$ cat config.mk
export PLATFORM = sky130hd
export DESIGN_NAME = ps2_rx_engine
export DESIGN_NICKNAME = d
export VERILOG_FILES = /design/src/rtl/ps2_rx_pkg.sv /design/src/rtl/ps2_rx_sync.sv /design/src/rtl/ps2_rx_frame.sv /design/src/rtl/ps2_rx_irq.sv /design/src/rtl/ps2_rx_engine.sv
export SDC_FILE = /design/constraint.sdc
export NUM_CORES = 1
export LEC_CHECK = 0
export ABC_AREA = 1
export BUFFER_PORTS_ARGS = -buffer_cell sky130_fd_sc_hd__buf_4
export CAP_MARGIN = 20
export CORE_ASPECT_RATIO = 2
export CORE_MARGIN = 5
export CORE_UTILIZATION = 56
export CTS_CLUSTER_DIAMETER = 50
export DETAILED_ROUTE_END_ITERATION = 7
export PLACE_DENSITY = 0.83
export SYNTH_ARGS = -nofsm -noshare
export SYNTH_HDL_FRONTEND = slang
export SYNTH_SLANG_ARGS = --single-unit
$ cat constraint.sdc
create_clock -name clk -period 1.9 [get_ports clk]
set_clock_uncertainty 0.1 [all_clocks]
set_input_delay 0.095 -clock clk [delete_from_list [all_inputs] [get_ports clk]]
set_output_delay 0.095 -clock clk [all_outputs]
set_load 0.05 [all_outputs]
$ cat src/rtl/ps2_rx_pkg.sv
package ps2_rx_pkg;

    localparam int FRAME_BITS = 11;
    localparam int CNT_W      = $clog2(FRAME_BITS);

    typedef enum logic {
        ST_IDLE = 1'b0,
        ST_RECV = 1'b1
    } rx_state_e;

    // odd parity over data plus parity bit means an odd total count of ones
    function automatic logic parity_ok(input logic [7:0] data, input logic par);
        return ^{data, par};
    endfunction

endpackage

$ cat src/rtl/ps2_rx_sync.sv
module ps2_rx_sync #(
    parameter int   FILT_LEN = 4,
    parameter logic RST_VAL  = 1'b1
) (
    input  logic clk,
    input  logic rst,
    input  logic line_i,
    output logic line_o
);

    typedef struct packed {
        logic                meta;
        logic                sync;
        logic [FILT_LEN-1:0] hist;
        logic                level;
    } sync_t;

    sync_t s_d, s_q;

    always_comb begin
        s_d      = s_q;
        s_d.meta = line_i;
        s_d.sync = s_q.meta;
        s_d.hist = {s_q.hist[FILT_LEN-2:0], s_q.sync};
        if (&s_q.hist) begin
            s_d.level = 1'b1;
        end else if (~|s_q.hist) begin
            s_d.level = 1'b0;
        end
    end

    always_ff @(posedge clk) begin
        if (rst) begin
            s_q <= '{meta: RST_VAL, sync: RST_VAL, hist: {FILT_LEN{RST_VAL}}, level: RST_VAL};
        end else begin
            s_q <= s_d;
        end
    end

    assign line_o = s_q.level;

endmodule

$ cat src/rtl/ps2_rx_frame.sv
module ps2_rx_frame
    import ps2_rx_pkg::*;
#(
    parameter int TIMEOUT_TICKS = 2000
) (
    input  logic       clk,
    input  logic       rst,
    input  logic       tick_i,
    input  logic       inhibit_i,
    input  logic       line_clk_i,
    input  logic       line_dat_i,
    output logic [7:0] byte_o,
    output logic       done_o,
    output logic       busy_o
);

    localparam int TOUT_W = $clog2(TIMEOUT_TICKS + 1);
    localparam logic [CNT_W-1:0]  LAST_BIT  = CNT_W'(FRAME_BITS - 1);
    localparam logic [TOUT_W-1:0] TOUT_LAST = TOUT_W'(TIMEOUT_TICKS - 1);

    typedef struct packed {
        rx_state_e         st;
        logic              clk_prev;
        logic [CNT_W-1:0]  cnt;
        logic [9:0]        sh;
        logic              start_bad;
        logic [TOUT_W-1:0] tout;
        logic [7:0]        data;
        logic              done;
    } frame_t;

    frame_t f_d, f_q;
    logic       fall;
    logic [9:0] sh_n;

    always_comb begin
        f_d          = f_q;
        f_d.done     = 1'b0;
        f_d.clk_prev = line_clk_i;
        fall         = f_q.clk_prev & ~line_clk_i;
        sh_n         = {line_dat_i, f_q.sh[9:1]};

        if (inhibit_i) begin
            f_d.st   = ST_IDLE;
            f_d.cnt  = '0;
            f_d.tout = '0;
        end else begin
            case (f_q.st)
                ST_IDLE: begin
                    if (fall) begin
                        f_d.st        = ST_RECV;
                        f_d.cnt       = CNT_W'(1);
                        f_d.start_bad = line_dat_i;
                        f_d.tout      = '0;
                    end
                end
                ST_RECV: begin
                    if (fall) begin
                        f_d.sh   = sh_n;
                        f_d.tout = '0;
                        if (f_q.cnt == LAST_BIT) begin
                            f_d.st  = ST_IDLE;
                            f_d.cnt = '0;
                            if (!f_q.start_bad && sh_n[9] && parity_ok(sh_n[7:0], sh_n[8])) begin
                                f_d.data = sh_n[7:0];
                                f_d.done = 1'b1;
                            end
                        end else begin
                            f_d.cnt = f_q.cnt + CNT_W'(1);
                        end
                    end else if (tick_i) begin
                        if (f_q.tout == TOUT_LAST) begin
                            f_d.st   = ST_IDLE;
                            f_d.cnt  = '0;
                            f_d.tout = '0;
                        end else begin
                            f_d.tout = f_q.tout + TOUT_W'(1);
                        end
                    end
                end
                default: f_d.st = ST_IDLE;
            endcase
        end
    end

    always_ff @(posedge clk) begin
        if (rst) begin
            f_q <= '{st: ST_IDLE, clk_prev: 1'b1, cnt: '0, sh: '0, start_bad: 1'b0,
                     tout: '0, data: '0, done: 1'b0};
        end else begin
            f_q <= f_d;
        end
    end

    assign byte_o = f_q.data;
    assign done_o = f_q.done;
    assign busy_o = (f_q.st == ST_RECV);

endmodule

$ cat src/rtl/ps2_rx_irq.sv
module ps2_rx_irq #(
    parameter int IRQ_CYCLES = 13
) (
    input  logic clk,
    input  logic rst,
    input  logic done_i,
    output logic irq_o
);

    localparam int IRQ_W = $clog2(IRQ_CYCLES + 1);

    typedef struct packed {
        logic [IRQ_W-1:0] left;
    } irq_t;

    irq_t i_d, i_q;

    always_comb begin
        i_d = i_q;
        if (done_i) begin
            i_d.left = IRQ_W'(IRQ_CYCLES);
        end else if (i_q.left != '0) begin
            i_d.left = i_q.left - IRQ_W'(1);
        end
    end

    always_ff @(posedge clk) begin
        if (rst) begin
            i_q <= '{left: '0};
        end else begin
            i_q <= i_d;
        end
    end

    assign irq_o = (i_q.left != '0);

endmodule

$ cat src/rtl/ps2_rx_engine.sv
module ps2_rx_engine #(
    parameter int FILT_LEN      = 4,
    parameter int TIMEOUT_TICKS = 2000,
    parameter int IRQ_CYCLES    = 13
) (
    input  logic       clk,
    input  logic       rst,
    input  logic       tick_i,
    input  logic       ps2_clk_i,
    input  logic       ps2_dat_i,
    input  logic       inhibit_i,
    output logic [7:0] rx_byte_o,
    output logic       rx_irq_o,
    output logic       busy_o
);

    localparam int NUM_LINES = 2;

    logic [NUM_LINES-1:0] raw_lines;
    logic [NUM_LINES-1:0] clean_lines;
    logic                 frame_done;

    assign raw_lines = {ps2_dat_i, ps2_clk_i};

    for (genvar g = 0; g < NUM_LINES; g++) begin : g_line
        ps2_rx_sync #(
            .FILT_LEN (FILT_LEN),
            .RST_VAL  (1'b1)
        ) u_sync (
            .clk    (clk),
            .rst    (rst),
            .line_i (raw_lines[g]),
            .line_o (clean_lines[g])
        );
    end

    ps2_rx_frame #(
        .TIMEOUT_TICKS (TIMEOUT_TICKS)
    ) u_frame (
        .clk        (clk),
        .rst        (rst),
        .tick_i     (tick_i),
        .inhibit_i  (inhibit_i),
        .line_clk_i (clean_lines[0]),
        .line_dat_i (clean_lines[1]),
        .byte_o     (rx_byte_o),
        .done_o     (frame_done),
        .busy_o     (busy_o)
    );

    ps2_rx_irq #(
        .IRQ_CYCLES (IRQ_CYCLES)
    ) u_irq (
        .clk    (clk),
        .rst    (rst),
        .done_i (frame_done),
        .irq_o  (rx_irq_o)
    );

endmodule

==> results of run 1 <==
[synth_stat cells (2+ instances only)]
cell type  instances  area (sq um)
o21ai_1            2          10.0
buf_4              8          60.1
a41oi_1            2          17.5
nor3_1             3          15.0
nand3b_1           2          15.0
nand3_1           23           115
o21ai_0           16          80.1
ha_1               4          50.1
inv_1             30           113
nand2_2            6          37.5
xor2_1             4          35.0
nand4_1            4          25.0
or2_2             12          75.1
nand3_2            4          40.0
a21oi_1           27           135
a211oi_1           2          15.0
nor4_1             3          18.8
buf_12             2          40.0
inv_2              8          30.0
nand2_1           68           255
clkbuf_1           2          7.51
nor2_1            27           101
xnor2_1            3          26.3
dfxtp_1           54          1080
a21oi_2            8          70.1
nor2_2             7          43.8
[final cells by class]
| type | count | share of cell area, % |
|---|---|---|
| clock buffers | 5 | 2.39 |
| well taps | 55 | 2.39 |
| inverters | 38 | 4.95 |
| repair buffers | 24 | 6.95 |
| multi-input cells | 237 | 44.7 |
| flip-flops and latches | 54 | 37.6 |
| clock inverters | 3 | 1.00 |
[stage by stage]
stage / total power [uW] / std cells / hold slack [ns] / area, sq um
floorplan: 1460 / 343 / 0.0988 / 2630
global placement: 1520 / 405 / 0.180 / 2750
detailed placement: 1540 / 405 / 0.183 / 2750
CTS: 2220 / 416 / 0.00933 / 2870
global route: 2320 / 416 / 0.0209 / 2880
finish: 2200 / 416 / 0.0222 / 2880
[repair_timing]
action                     4_1_cts  5_1_grt
hold buffers                     3        0
hold endpoints to repair         5        0
gates resized for setup          0        2
setup endpoints to repair        0        2
[tightest hold or removal path, cell delays in order]
cell and delay (ns):
buf_4 0.09, nand4_1 0.08, nand3_1 0.07, a21oi_1 0.06
[cell families (layout without fill, tap and decap cells)]
kind of cell	after synthesis	after routing
buffers and inverters	52	70
XOR/XNOR	8	8
AO/OA/AOI/OAI	62	62
adder cells (fa/ha/maj)	4	4
AND/OR/NAND/NOR	163	163
flip-flops	54	54
[final timing paths]
kind                                 from                 endpoint  slack (ns)  cells after the start
hold reg to reg   g_line[0].u_sync.s_d[5]  g_line[0].u_sync.s_d[1]        0.32                      1
setup / recovery          u_frame.f_q[10]          u_frame.f_q[17]        0.19                      8
setup reg to reg          u_frame.f_q[10]          u_frame.f_q[17]        0.19                      8
hold / removal                     tick_i           u_frame.busy_o        0.02                      4
[per-layer routing]
metal / share of wire, % / track usage, % / vias up
met3: 4.0 / 2.65 / 9
li1: - / - / 1147
met2: 57 / 35.3 / 57
met4: 1.9 / 6.63 / 0
met5: 0 / 0 / -
met1: 37 / 17.9 / 1026
[sequential cells by signal, summed over array words and instances, names as in the netlist]
register / flops
g_line.u_sync.line_o: 2
g_line.u_sync.s_d: 10
g_line.u_sync.s_q: 2
u_frame.busy_o: 1
u_frame.byte_o: 8
u_frame.done_o: 1
u_frame.f_q: 26
u_irq.i_q: 4
[power groups by stage]
| stage | Clock, uW | Sequential [uW] | Combinational (uW) |
|---|---|---|---|
| final | 681 | 1190 | 323 |
| after global routing | 753 | 1200 | 365 |
| after CTS | 703 | 1190 | 328 |
| after detailed placement | 0 | 1220 | 319 |
| after global placement | 0 | 1220 | 304 |
| after floorplan | 0 | 1210 | 244 |
==> summary.md, run 1 <==
| Metric | Value |
|---|---|
| Outcome | complete, no violations |
| Ant. Diodes | 0 |
| Top FF cell, synth | dfxtp_1 |
| CTS tree | yes |
| CP bufs+invs | 1 |
| WP data required | approximately 2.0 ns |
| Crit-path max FO | 5 |
| Ports | 16 |
| FF+latch area | 1080 sq um |
| Total die area | ~6300 sq um |
| Crit path cell chain | ha_1 -> nand2_1 -> nor2_4 -> nand2_1 -> nor2_2 -> inv_1 -> o31ai_1 -> a21oi_1 |
| Mapped Nets | roughly 350 |
| First-pass GRT wire length | 9.09 mm |
| Layout fillers | approximately 430 |
| DRT antenna net count | 0 |
| Rel. slew slack | roughly 67% |
| Row count | 35 |
| Seq/Total Area, Yosys | between 40% and 50% |
| Total GRT Usage | roughly 18% |
| CP Class | reg2reg |
| Switching pwr | between 600 and 700 uW |
| Layout net count | 370 |
| Seq cells post-synth | 54 |
| Starting Density | about 57% |
| Crit path max-delay cell type | dfxtp_1 |
| Avg WL per Cell | about 12 microns |
| Worst Hold Class | in2reg |
| Final WL | roughly 5 mm |
| Mapped Cells | around 340 |
| Actual slew at the worst max-slew pin | ~0.49 ns |
| Finished Core Util | 62.6% |
| Worst-path clk slew | 0.10 ns |
| Die W | between 50 and 60 microns |
| DR vias/cell | 5.38 |
| Net Sw Frac | 28.9% |
| Top cell by count, worst path | nand2_1 |
| Multi-input logic area | around 1300 sq um |
| CTS max path bufs | 2 |
| CP top delay family | simple AND/OR/NAND/NOR gates |
| DRC viols | 0 |
| CTS Buf Count | 5 |
| CTS H-tree depth | 2 |
| Post CTS Setup Buffer Count | 0 |
| Synth-to-Final Area Change | 9.47% |
| Leakage Power | about 0.0012 uW |
| Synth warn | 0 |
| Core box area | around 4600 sq um |
| Compound-gate portion of the synthesized area | 13.9% |
| Drt pass-1 iters | 4 |
| Number of enable flip-flop cells after synthesis | 0 |
| Fmax | 586 MHz |
| Peak supply drop | 0.971 mV |
| Multiplexer share of the synthesized area | 0% |
| Final Hold Viols | 0 |
| Clk sinks | 54 |
| Most frequent cells in the layout | nand2_1 (68), dfxtp_1 (53), inv_1 (30) |
| Crit path largest cell delay | roughly 0.37 ns |
| Register share of total power | between 50% and 60% |
| Syn_area_per_cell | 7.67 sq um |
| Post-synthesis adder-cell area fraction | around 1.9% |
| CTS root buf | clkbuf_8 |
| Simple-Gate Fraction of Synth Area | roughly 30% |
| Initial antenna violation count | 0 |
| Pre-CTS setup slack | roughly 0.16 ns |
| Initial drt markers | 37 |
| Largest family of logic cells by synthesized area | simple AND/OR/NAND/NOR gates |
| Largest net degree at the start of global routing | 23 |
| Synth Cell Area | 2630 sq um |
| Unrepaired setup endpoints after global routing | false |
| Count of cell types in the netlist | 38 |
| Max-cap violations | 0 |
| Commonest non-fill, non-tap cell in the layout | nand2_1 |
| Worst EP arrival | approximately 1.8 ns |
| Post-DP HPWL | 3.82 mm |
| Worst setup margin | between 0.15 and 0.2 ns |
| Latest clock arrival within the worst-skew pair | 0.31 ns |
| Pwr/cell area | approximately 760 nW/um^2 |
| Clock power frac | a little under a third |
| Vias in the first global route | around 2200 |
| Logic pwr share | 14.7% |
| Total negative setup slack | 0 ns |
| Pins Over Slew Limit | 0 |
| Ys async rst share | 0% |
| IO buf count | 15 |
| Critical path endpoint category | flip-flop |
| Internal cell power | around 1600 uW |
| Via count of the routed design | 2239 |
| Startpoint Class | flip-flop |
| Post-synthesis xor/xnor area fraction | ~2.9% |
| Period utilization | about 90% |
| Layout cell share with drive strength beyond 1 | between 20% and 30% |
| Setup Viol. Count Final | 0 |
| Min cycle time layout | ~1.7 ns |
| Total gr overflow | 0 |
| Placer Congestion | around 0.90 |
| Die H | about 110 microns |
(Power assumes the default switching activity.)
==> run 2, diff against run 1 <==
Settings changed: ABC_AREA 1 to not set, PLACE_DENSITY 0.83 to 0.84.
==> run 2 against run 1 <==
- sequential cell count did not move
- via count fell by 12%
- final cell count is 18% lower
- final area decreased by 3.0%
- register-to-register slack worse by 0.09 ns
- clock power rose by 10%
- fmax down 5.0%
- worst hold slack worse by 0.00093 ns
- core utilization grew 1.7 points
- worst setup slack worse by 0.090 ns
- die area fell by 4.8%
- synthesized cell count decreased by 20%
- critical path type unchanged
- largest cell class unchanged
==> summary.md, run 2 <==
| Metric | Value |
|---|---|
| Final WL | approximately 4.8 mm |
| Synth top area share | 43.5% |
| Largest net degree at the start of global routing | 49 |
| Mapped Cells | 275 |
| Pwr/cell area | 804 nW/um^2 |
| Peak supply drop | 0.660 mV |
| Compound-gate portion of the synthesized area | approximately 13% |
| Finished Core Util | ~64% |
| Initial antenna violation count | 0 |
| Vias in the first global route | roughly 1900 |
| Final Hold Viols | 0 |
| Commonest non-fill, non-tap cell in the layout | dfxtp_1 |
| Top FF cell, synth | dfxtp_1 |
| CTS max path bufs | 2 |
| Mapped Nets | approximately 290 |
| Rel. slew slack | ~65% |
| Worst-path clk slew | 0.09 ns |
| Core box area | between 4000 and 5000 sq um |
| Max reg flops | 26 |
| Final Hold Slack | ~0.021 ns |
| Worst EP arrival | 1.93 ns |
| Crit-path max FO | 7 |
| DRC viols | 0 |
| Initial drt markers | 70 |
| Ant. Diodes | 0 |
| Ports | 16 |
| Multi-input logic area | ~1300 sq um |
| Pre-CTS setup slack | approximately 0.023 ns |
| CTS tree | yes |
| WP data required | about 2.0 ns |
| Count leader, synth | dfxtp_1 |
| Pins Over Slew Limit | 0 |
| First-pass GRT wire length | around 8.3 mm |
| Total die area | 5950 sq um |
| CP Class | reg2reg |
| Ys async rst share | 0% |
| CTS Buf Count | 5 |
| Setup Viol. Count Final | 0 |
| Min cycle time layout | 1.80 ns |
| Total GRT Usage | ~17% |
| Count of cell types in the netlist | 50 |
| FF+latch area | between 1000 and 1500 sq um |
| Clk sinks | 54 |
| Actual slew at the worst max-slew pin | about 0.53 ns |
| DRT antenna net count | 0 |
| Seq cells post-synth | 54 |
| Fmax | approximately 560 MHz |
| Reg with most FFs | u_frame.f_q |
| Max-cap violations | 0 |
| Number of enable flip-flop cells after synthesis | 0 |
| Syn_area_per_cell | 9.03 sq um |
| Largest family of logic cells by synthesized area | simple AND/OR/NAND/NOR gates |
| Top post-synthesis cells by area | dfxtp_1 (44%), nand2_1 (4.8%), a21oi_1 (4.2%) |
| Post-synthesis xor/xnor area fraction | ~3.6% |
| Total gr overflow | 0 |
| Starting Density | between 50% and 60% |
| Worst setup margin | 0.104 ns |
| Seq/Total Area, Yosys | between 40% and 50% |
| Row count | 34 |
| Layout net count | 298 |
| DR vias/cell | around 5.7 |
| Leakage Power | between 0.001 and 0.0015 uW |
| IO buf count | 15 |
| Period utilization | 94.5% |
| Synth-to-Final Area Change | 12.4% |
| Via count of the routed design | about 2000 |
| Latest clock arrival within the worst-skew pair | 0.31 ns |
| Startpoint Class | flip-flop |
| Placer Congestion | around 0.94 |
| PnR Total Power | about 2200 uW |
| Simple-Gate Fraction of Synth Area | between 20% and 30% |
| Multiplexer share of the synthesized area | approximately 4.5% |
| Synth Cell Area | around 2500 sq um |
| Drt pass-1 iters | 4 |
| Leading area contributor after synthesis | dfxtp_1 |
| Total negative setup slack | 0 ns |
| Post-DP HPWL | between 3 and 4 mm |
| CTS root buf | clkbuf_8 |
| Synth warn | 0 |
| Unrepaired setup endpoints after global routing | false |
| Layout fillers | 387 |
| Worst Hold Class | in2reg |
| Outcome | complete, no violations |
| CTS H-tree depth | 2 |
| Synth top cells by count | dfxtp_1 (54), nand2_1 (32), a21oi_1 (21) |
| Avg WL per Cell | between 10 and 15 microns |
| Layout cell share with drive strength beyond 1 | ~20% |
| Die W | around 57 microns |
| Critical path endpoint category | flip-flop |
| Die H | 104 microns |
| Post-synthesis adder-cell area fraction | 2.02% |
| Most frequent cells in the layout | dfxtp_1 (49), nand2_1 (32), buf_4 (24) |
run 2: cell types whose count changed after synthesis, moves of 8 or more:
| cell | before | now |
|---|---|---|
| nand3_1 | 23 | 7 |
| mux2i_1 | 0 | 9 |
| inv_2 | 8 | 0 |
| nand2_1 | 68 | 32 |
| clkbuf_1 | 2 | 10 |
| o21ai_0 | 16 | 1 |
| inv_1 | 30 | 5 |
| a21oi_2 | 8 | 0 |
| nand2b_1 | 0 | 13 |
| nor2_1 | 27 | 12 |
run 2: cells by family after synthesis:
family          Yosys count
simple gates            127
flops                    54
compound gates           47
buf+inv                  26
mux                      10
xor+xnor                  7
fa+ha+maj                 4
run 2: critical path, stage by stage, from the launching register on:
cell	delay, ns
dfxtp_2	0.35
ha_2	0.20
and3_4	0.19
and3_4	0.20
or4_1	0.52
a31oi_2	0.15
run 2: final timing paths:
path,startpoint,to,slack [ns],cells past startpoint
hold / removal,tick_i,u_frame.busy_o,0.02,3
setup reg to reg,u_frame.f_q[9],u_frame.f_q[14],0.10,5
hold reg to reg,g_line[1].u_sync.s_d[1],g_line[1].u_sync.s_d[2],0.32,1
setup / recovery,u_frame.f_q[9],u_frame.f_q[14],0.10,5
run 2: timing repair:
action                                 4_1_cts  5_1_grt
setup endpoints to repair                    1        4
buffers inserted                             0        0
hold buffers                                 2        0
endpoints found under the hold margin        2        0
pin swaps                                    1        3
gates resized for setup                      3        6
run 2: routing by layer:
layer | up-vias | wire, microns | track usage [%]
met1 | 922 | 1830 | 17.4
li1 | 982 | - | -
met2 | 49 | 2630 | 31.8
met4 | 0 | 152 | 9.95
met5 | - | 0 | 0
met3 | 16 | 185 | 3.11
run 2: cell type report:
cell class              instances  area share (%)
multi-input cells             195            46.2
repair buffers                 27            7.89
clock buffers                   5            2.47
flip-flops and latches         54            39.0
inverters                       5           0.672
clock inverters                 3            1.43
well taps                      54            2.42
run 2: report_power, final:
group | switching (uW) | leakage (uW) | internal (uW)
logic | 178 | 0.000531 | 121
registers | 22.9 | 0.000440 | 1170
clock network | 364 | 0.0000579 | 388
run 2: metrics by stage:
step           std cells  area, sq um
2_1_floorplan        275         2480
5_1_grt              343         2790
6_report             343         2790
3_3_place_gp         333         2640
4_1_cts              343         2780
3_5_place_dp         333         2640
